[config.mk]
export PLATFORM = sky130hd
export DESIGN_NAME = mdio_master
export DESIGN_NICKNAME = d
export VERILOG_FILES = /design/src/rtl/mdio_pkg.sv /design/src/rtl/mdio_ctrl.sv /design/src/rtl/mdio_datapath.sv /design/src/rtl/mdio_master.sv
export SDC_FILE = /design/constraint.sdc
export NUM_CORES = 1
export LEC_CHECK = 0
export BUFFER_PORTS_ARGS = -buffer_cell sky130_fd_sc_hd__buf_2
export CAP_MARGIN = 20
export CELL_PAD_IN_SITES_DETAIL_PLACEMENT = 0
export CELL_PAD_IN_SITES_GLOBAL_PLACEMENT = 1
export CORE_MARGIN = 10
export CORE_UTILIZATION = 49
export DETAILED_ROUTE_END_ITERATION = 8
export PLACE_DENSITY = 0.81
export SYNTH_ARGS = -nofsm -noshare
export SYNTH_HDL_FRONTEND = slang
export SYNTH_HIERARCHICAL = 1
export SYNTH_SLANG_ARGS = --single-unit
export TNS_END_PERCENT = 30
[constraint.sdc]
create_clock -name clk -period 6.2 [get_ports clk]
set_clock_uncertainty 0.15 [all_clocks]
set_input_delay 0 -clock clk [delete_from_list [all_inputs] [get_ports clk]]
set_output_delay 0 -clock clk [all_outputs]
set_load 0.02 [all_outputs]
[src/rtl/mdio_pkg.sv]
package mdio_pkg;
  localparam int PRE_LEN   = 40;
  localparam int ADDR_W    = 5;
  localparam int DATA_W    = 16;
  // preamble + start(2) + opcode(2) + two addresses + turnaround(2) + data
  localparam int FRAME_W   = PRE_LEN + 4 + 2 * ADDR_W + 2 + DATA_W;
  localparam int HDR_SLOTS = PRE_LEN + 4 + 2 * ADDR_W;
  localparam int WR_SLOTS  = FRAME_W + 1;
  localparam int RD_FIRST  = HDR_SLOTS + 1;
  localparam int RD_LAST   = RD_FIRST + DATA_W - 1;
  localparam int RD_SLOTS  = RD_LAST + 2;
  localparam int SLOT_W    = $clog2(WR_SLOTS + 1);

  typedef struct packed {
    logic load;
    logic shift;
    logic sample;
  } dpStrobes_t;
endpackage

[src/rtl/mdio_ctrl.sv]
module mdio_ctrl
  import mdio_pkg::*;
#(
  parameter int HALF_DIV = 4
) (
  input  logic       clk,
  input  logic       rst,
  input  logic       start,
  input  logic       wrSel,
  output logic       busy,
  output logic       done,
  output logic       mdc,
  output logic       mdioOe,
  output dpStrobes_t strobes
);
  localparam int CNT_W = (HALF_DIV < 1) ? 1 : $clog2(HALF_DIV + 1);
  localparam logic [CNT_W-1:0] CNT_MAX = CNT_W'(HALF_DIV);

  logic              running;
  logic              isWrite;
  logic              phaseHigh;
  logic [CNT_W-1:0]  cnt;
  logic [SLOT_W-1:0] slot;
  logic [SLOT_W-1:0] lastSlot;
  logic [SLOT_W-1:0] drivenSlots;
  logic              slotEnd;

  assign lastSlot    = isWrite ? SLOT_W'(WR_SLOTS - 1) : SLOT_W'(RD_SLOTS - 1);
  assign drivenSlots = isWrite ? SLOT_W'(FRAME_W) : SLOT_W'(HDR_SLOTS);
  assign slotEnd     = running && phaseHigh && (cnt == CNT_MAX);

  always_ff @(posedge clk) begin
    if (rst) begin
      running   <= 1'b0;
      isWrite   <= 1'b0;
      phaseHigh <= 1'b0;
      cnt       <= '0;
      slot      <= '0;
      done      <= 1'b0;
    end else begin
      done <= 1'b0;
      if (!running) begin
        if (start) begin
          running   <= 1'b1;
          isWrite   <= wrSel;
          phaseHigh <= 1'b0;
          cnt       <= '0;
          slot      <= '0;
        end
      end else if (cnt == CNT_MAX) begin
        cnt <= '0;
        if (!phaseHigh) begin
          phaseHigh <= 1'b1;
        end else begin
          phaseHigh <= 1'b0;
          if (slot == lastSlot) begin
            running <= 1'b0;
            done    <= 1'b1;
          end else begin
            slot <= slot + 1'b1;
          end
        end
      end else begin
        cnt <= cnt + 1'b1;
      end
    end
  end

  always_comb begin
    strobes.load   = !running && start;
    strobes.shift  = slotEnd;
    strobes.sample = slotEnd && !isWrite &&
                     (slot >= SLOT_W'(RD_FIRST)) && (slot <= SLOT_W'(RD_LAST));
  end

  assign busy   = running;
  assign mdc    = running && phaseHigh;
  assign mdioOe = running && (slot < drivenSlots);
endmodule

[src/rtl/mdio_datapath.sv]
module mdio_datapath
  import mdio_pkg::*;
(
  input  logic              clk,
  input  logic              rst,
  input  dpStrobes_t        strobes,
  input  logic              wrSel,
  input  logic [ADDR_W-1:0] phyAddr,
  input  logic [ADDR_W-1:0] regAddr,
  input  logic [DATA_W-1:0] wrData,
  input  logic              mdioIn,
  output logic              mdioOut,
  output logic [DATA_W-1:0] rdData
);
  logic [FRAME_W-1:0] frameReg;
  logic [FRAME_W-1:0] frameNext;

  always_comb begin
    if (wrSel)
      frameNext = {{PRE_LEN{1'b1}}, 2'b01, 2'b01, phyAddr, regAddr, 2'b10, wrData};
    else
      frameNext = {{PRE_LEN{1'b1}}, 2'b01, 2'b10, phyAddr, regAddr, {(DATA_W + 2){1'b0}}};
  end

  always_ff @(posedge clk) begin
    if (rst) begin
      frameReg <= '0;
      rdData   <= '0;
    end else begin
      if (strobes.load)
        frameReg <= frameNext;
      else if (strobes.shift)
        frameReg <= {frameReg[FRAME_W-2:0], 1'b0};
      if (strobes.sample)
        rdData <= {rdData[DATA_W-2:0], mdioIn};
    end
  end

  assign mdioOut = frameReg[FRAME_W-1];
endmodule

[src/rtl/mdio_master.sv]
module mdio_master
  import mdio_pkg::*;
#(
  parameter int HALF_DIV = 4
) (
  input  logic        clk,
  input  logic        rst,
  input  logic        start,
  input  logic        wrSel,
  input  logic [4:0]  phyAddr,
  input  logic [4:0]  regAddr,
  input  logic [15:0] wrData,
  output logic        busy,
  output logic        done,
  output logic [15:0] rdData,
  output logic        mdc,
  output logic        mdioOut,
  output logic        mdioOe,
  input  logic        mdioIn
);
  dpStrobes_t strobes;

  mdio_ctrl #(.HALF_DIV(HALF_DIV)) uCtrl (
    .clk(clk), .rst(rst), .start(start), .wrSel(wrSel),
    .busy(busy), .done(done), .mdc(mdc), .mdioOe(mdioOe), .strobes(strobes)
  );

  mdio_datapath uData (
    .clk(clk), .rst(rst), .strobes(strobes), .wrSel(wrSel),
    .phyAddr(phyAddr), .regAddr(regAddr), .wrData(wrData),
    .mdioIn(mdioIn), .mdioOut(mdioOut), .rdData(rdData)
  );
endmodule

* After elaboration in Yosys (flattened, before gate mapping)
Index checks and enable logic that the tools add are counted.
** Word-level totals
- Register bits after elaboration :: 102
- Bits of input ports :: 31
- Output and inout bits :: 21
- Logic and storage cells :: 59
** Operators by class
- Add/sub/neg operators :: 2
- Order comparisons :: 3
- Eq/ne operators :: 5
- Mux-type cells :: 23
- Bitwise gates (word level) :: 3
- Reduce and logical (&&, ||, !) cells :: 15
** Operators by type and width (count)
- 2-to-1 mux 72 bit :: 2
- 2-to-1 mux 7 bit :: 6
- 2-to-1 mux 30 bit :: 1
- 2-to-1 mux 1 bit :: 10
- 2-to-1 mux 3 bit :: 3
- adder 7 x 1 -> 7 bit, second input constant :: 1
- == test 7 bit :: 1
- >= comparator 7 x 6 -> 1 bit, second input constant :: 1
- <= comparator 7 bit, second input constant :: 1
- logical AND 1 bit :: 7
- less-than comparator 7 bit :: 1
- != test 2 bit, second input constant :: 3
- 2-to-1 mux 4 bit :: 1
- AND reduction 2 bit :: 2
- AND reduction 4 bit :: 1
- nonzero test 2 bit :: 2
- OR reduction 4 bit :: 1
- adder 3 x 1 -> 3 bit, second input constant :: 1
- == test 3 bit, second input constant :: 1
- inverter 1 bit :: 3
- zero test 1 bit :: 2

* Longest topological paths before layout
- Depth in word-level cells :: 6
- Depth in mapped cells :: 9
- Mapped depth without buffers :: 7

* By module
The synthesis kept the hierarchy.
** By module, submodules not included
- mdio_datapath :: instances 1, cells each 324, area an instance 3552.2 sq um, sequential area each 1761.7 sq um
- mdio_ctrl :: instances 1, cells each 110, area an instance 909.6 sq um, sequential area each 280.3 sq um

* Least setup slack after synthesis
OpenSTA, ideal clock, no wires.
- Path type :: register to register
- Start :: reg uCtrl.slot[0]
- End :: reg uData.rdData[10]
- Library setup time :: 117 ps
- Data arrival time :: 1876 ps
- Data required time :: 5933 ps
- Slack :: 4057 ps
- Stages on the path, launching flop included :: 10
- Path buffers :: 2
- Period minus slack after synthesis :: 2143 ps
- Cells stage by stage :: dfxtp_1 > ha_1 > a21o_1 > a21oi_1 > o32a_1 > nor3_1 > buf_2 > buf_4 > mux2i_1 > nor2_1
** RTL lines
- from (decl) :: RTL line mdio_ctrl.sv:23 : logic [SLOT_W-1:0] slot;
- from (signal assigned) :: RTL line mdio_ctrl.sv:60 : slot <= slot + 1'b1;
- to (signal assigned) :: RTL line mdio_datapath.sv:35 : rdData <= {rdData[DATA_W-2:0], mdioIn};
- to (decl) :: RTL line mdio_datapath.sv:13 : output logic [DATA_W-1:0] rdData

==> out/summary.log <==
INFO  routing        total_number_of_vias=3278
INFO  die            rows=34
INFO  sta            worstMarginPinSlew=1050ps
INFO  critical_path  worstPathRequired=6250ps
INFO  hold_path      worstHoldPathCells=3
INFO  critical_path  critical_path_s_largest_stage_delay=710ps
INFO  critical_path  end_kind=flip-flop
INFO  synthesis      synth.area.top_cells=dfxtp_1, mux2i_1, a21oi_1
INFO  sta            setup_violations=0
INFO  critical_path  regToRegEndpoint=uData/frameReg[2]
INFO  routing        route.detailed.vias_per_inst=5.31
INFO  critical_path  cp_top_family=buffers and inverters
INFO  clock_tree     cts.clk_slew.worst_paths=100ps
INFO  clock_tree     root_buffer=clkbuf_8
INFO  pwr            netSwitchingFraction=0.240
INFO  pwr            power_switching=311uW
INFO  critical_path  worstSetupStartpointType=flip-flop
INFO  run_status     outcome=complete, no violations
INFO  synthesis      synthesis.area_per_instance=10.3um^2
INFO  synthesis      syn-num-nets=475
INFO  synthesis      synth_enable_flop_cells=0
INFO  clock_tree     clock_tree.htree_level_count=3
INFO  synthesis      synth-seq-cells=102
INFO  synthesis      dominantRegCellSynth=dfxtp_1
INFO  hold_path      worstHoldStart=rst
INFO  synthesis      synth_sequential_area_ratio=0.458
INFO  sta            tcrit_tclk_final=0.437
INFO  finish         final_nets=545
INFO  sta            setup-tns-final=0ps
INFO  hold_path      holdCritPathClass=primary input to flip-flop
INFO  global_routing gr-total-overflow=0
INFO  pwr            pwr-share-seq=0.550
INFO  critical_path  timing.setup.critical_path_class=flip-flop to flip-flop
INFO  finish         post_route_cells_drive_above_1_share=0.167
INFO  critical_path  worstPathMaxFanout=50
INFO  routing        drtIter0Drc=207
INFO  routing        drc=0
INFO  place          post-dp-hpwl=5140um
INFO  clock_tree     clkLatencyLatePin=360ps
INFO  synthesis      synthDominantAreaCellType=dfxtp_1
INFO  pwr            clock_power_share=0.358
INFO  global_routing grt_first_pass_wirelength=15100um
INFO  critical_path  cp.depth=5
INFO  critical_path  cell_breakdown_of_the_critical_path=nand4_4 > clkinv_2 > buf_4 > mux2i_1 > a211oi_1
INFO  clock_tree     cts_made_buffers=9
INFO  critical_path  r2r_cells=5
INFO  routing        avgRoutedWirePerCell=14.2um
INFO  synthesis      postSynth.asyncResetShare=0
INFO  hold_path      holdPathEnd=uCtrl/cnt[1]
INFO  clock_tree     cts_num_sinks=102
INFO  die            initial_core_util=0.507
INFO  critical_path  r2r_slack=3490ps
INFO  critical_path  r2r_start=uCtrl/busy
INFO  synthesis      synth_cell_types=41
INFO  sta            slew_viol_final=0
INFO  place          numPortBuffers=51
INFO  synthesis      synth_largest_type_area_fraction=0.458
INFO  pwr            total_leakage_power=1.91nW
INFO  pwr            share_of_total_power_in_combinational_logic=0.092
INFO  sta            final_hold_viol_count=0
INFO  critical_path  worst-path-buf-inv=2
INFO  routing        antenna_violating_nets_post_route=0
INFO  finish         area_growth_syn_to_layout=18.3%
INFO  finish         final_core_util=0.599
INFO  pwr            power_density=246nW/um^2
INFO  global_routing gr-usage-all-layers=0.135
INFO  synthesis      synth_top_cells_by_count=dfxtp_1, mux2i_1, a21oi_1, nor2_1, a211oi_1
INFO  die            die_w=115um
INFO  global_routing first_global_vias=3204
INFO  synthesis      gate_count_after_technology_mapping=434
INFO  pwr            irDropWorstVdd=143uV
INFO  critical_path  critical_path_arrival=2760ps
INFO  synthesis      synthMostInstantiatedCell=dfxtp_1
INFO  sta            rsz_0062_raised_after_global_routing=false
INFO  routing        routed_wire_length=8750um
INFO  critical_path  timing.critical_path.slowest_stage_cell=buf_4
INFO  job            cap_violations=0
INFO  global_routing grt_start_max_net_pins=103
INFO  place          routabilityCongestion=0.756
INFO  die            boundaryPins=52
INFO  synthesis      synth_area=4460um^2
INFO  sta            timing.slew.headroom=0.303
INFO  sta            final_period_minus_worst_setup_slack=2710ps
INFO  routing        drt_first_pass_iters=4
INFO  sta            fmax=0.369GHz
INFO  die            design.core.area=8810um^2
INFO  synthesis      synth_warnings=6
INFO  finish         layout.filler_cells=764
INFO  die            floorplan.die_area=13300um^2
INFO  pwr            p_int=986uW
INFO  clock_tree     cts_tree=yes
INFO  sta            holdWs=200ps
INFO  finish         antenna_cells=0
INFO  global_routing grt_antenna_before_repair=0
INFO  clock_tree     longest_clk_path_bufs=2
INFO  die            die_height=115um
## placed cells by master, fill, tap and decap left out, types with 2 or more instances in the layout
master,n
clkbuf_8,9
a21oi_1,55
o21ai_0,7
dlygate4sd3_1,37
a21boi_1,2
a31oi_1,2
buf_2,51
mux2i_1,87
nor3_1,5
inv_1,5
nor2b_1,12
nor2_2,2
a211oi_1,25
nand2b_1,2
ha_1,10
clkinv_4,2
nand3b_1,4
a21o_1,2
buf_4,4
nand2_1,7
a21boi_0,14
a311oi_1,2
dfxtp_1,102
nor2_1,31
nand3_1,4
bufinv_16,2
a211oi_2,2
## logic make-up after synthesis
group | count (synthesis) | synth area share
AOI/OAI and AO/OA | 116 | 0.166
buffers and inverters | 41 | 0.0583
adders and majority gates | 10 | 0.0280
muxes | 87 | 0.195
and+or+nand+nor | 77 | 0.0911
xor gates and xnor gates | 1 | 0.00365
DFF | 102 | 0.458
## worst register-to-register path, delay by kind of cell (launching register included)
kind                   cells  cell delay (ps)
multiplexers               1              310
AND/OR/NAND/NOR            1              250
buffers and inverters      2             1130
AO/OA/AOI/OAI              1               90
flip-flops                 1              630
## final cells by class
class                   instances  area, um^2  share of cell area
well taps                     108         135              0.0256
repair buffers                 93         676               0.128
multi-input cells             291        2170               0.411
inverters                       7        27.5             0.00522
flip-flops and latches        102        2040               0.387
clock inverters                 7         105              0.0199
clock buffers                   9         124              0.0235
## power groups by stage
stage	Combinational, mW	Clock (mW)	Sequential (mW)
4_1_cts	0.118	0.485	0.713
5_1_grt	0.135	0.508	0.719
3_3_place_gp	0.0961	0	0.727
2_1_floorplan	0.0747	0	0.723
6_report	0.120	0.465	0.713
3_5_place_dp	0.0989	0	0.728
## registers in the layout, indices dropped and copies added, names as in the netlist
| name | flops |
|---|---|
| uCtrl/busy | 1 |
| uCtrl/cnt | 3 |
| uCtrl/done | 1 |
| uCtrl/isWrite | 1 |
| uCtrl/phaseHigh | 1 |
| uCtrl/slot | 7 |
| uData/frameReg | 72 |
| uData/rdData | 16 |
## layer usage
metal | global-route usage | vias to the layer above | wire length [um] | share of wire
met4 | 0.0405 | 0 | 63 | 0.0072
met1 | 0.169 | 1519 | 4160 | 0.48
met3 | 0.0455 | 5 | 447 | 0.051
met5 | 0 | - | 0 | 0
li1 | - | 1701 | - | -
met2 | 0.218 | 53 | 4080 | 0.47
## stage by stage
stage	setup WS [ps]	instance area, um^2	instances	total power [mW]
after floorplan	4060	4460	434	0.797
after global placement	3560	4660	563	0.824
after detailed placement	3480	4660	563	0.827
after CTS	3460	5260	616	1.32
after global routing	3220	5280	617	1.36
final	3490	5280	617	1.30
## how the worst max path moves through the flow
stage             startpoint            endpoint  slack, ps
6_report          uCtrl/busy   uData/frameReg[2]       3490
5_1_grt           uCtrl/busy  uData/frameReg[27]       3220
4_1_cts           uCtrl/busy  uData/frameReg[41]       3460
3_5_place_dp      uCtrl/busy  uData/frameReg[28]       3480
3_3_place_gp      uCtrl/busy   uData/frameReg[1]       3560
2_1_floorplan  uCtrl/slot[0]    uData/rdData[10]       4060
## timing repair
action	CTS	global route
hold endpoints to repair	38	0
hold buffers	37	0
setup buffers	0	0
gates resized for setup	0	0
setup endpoints to repair	0	0
(Power assumes the default switching activity.)
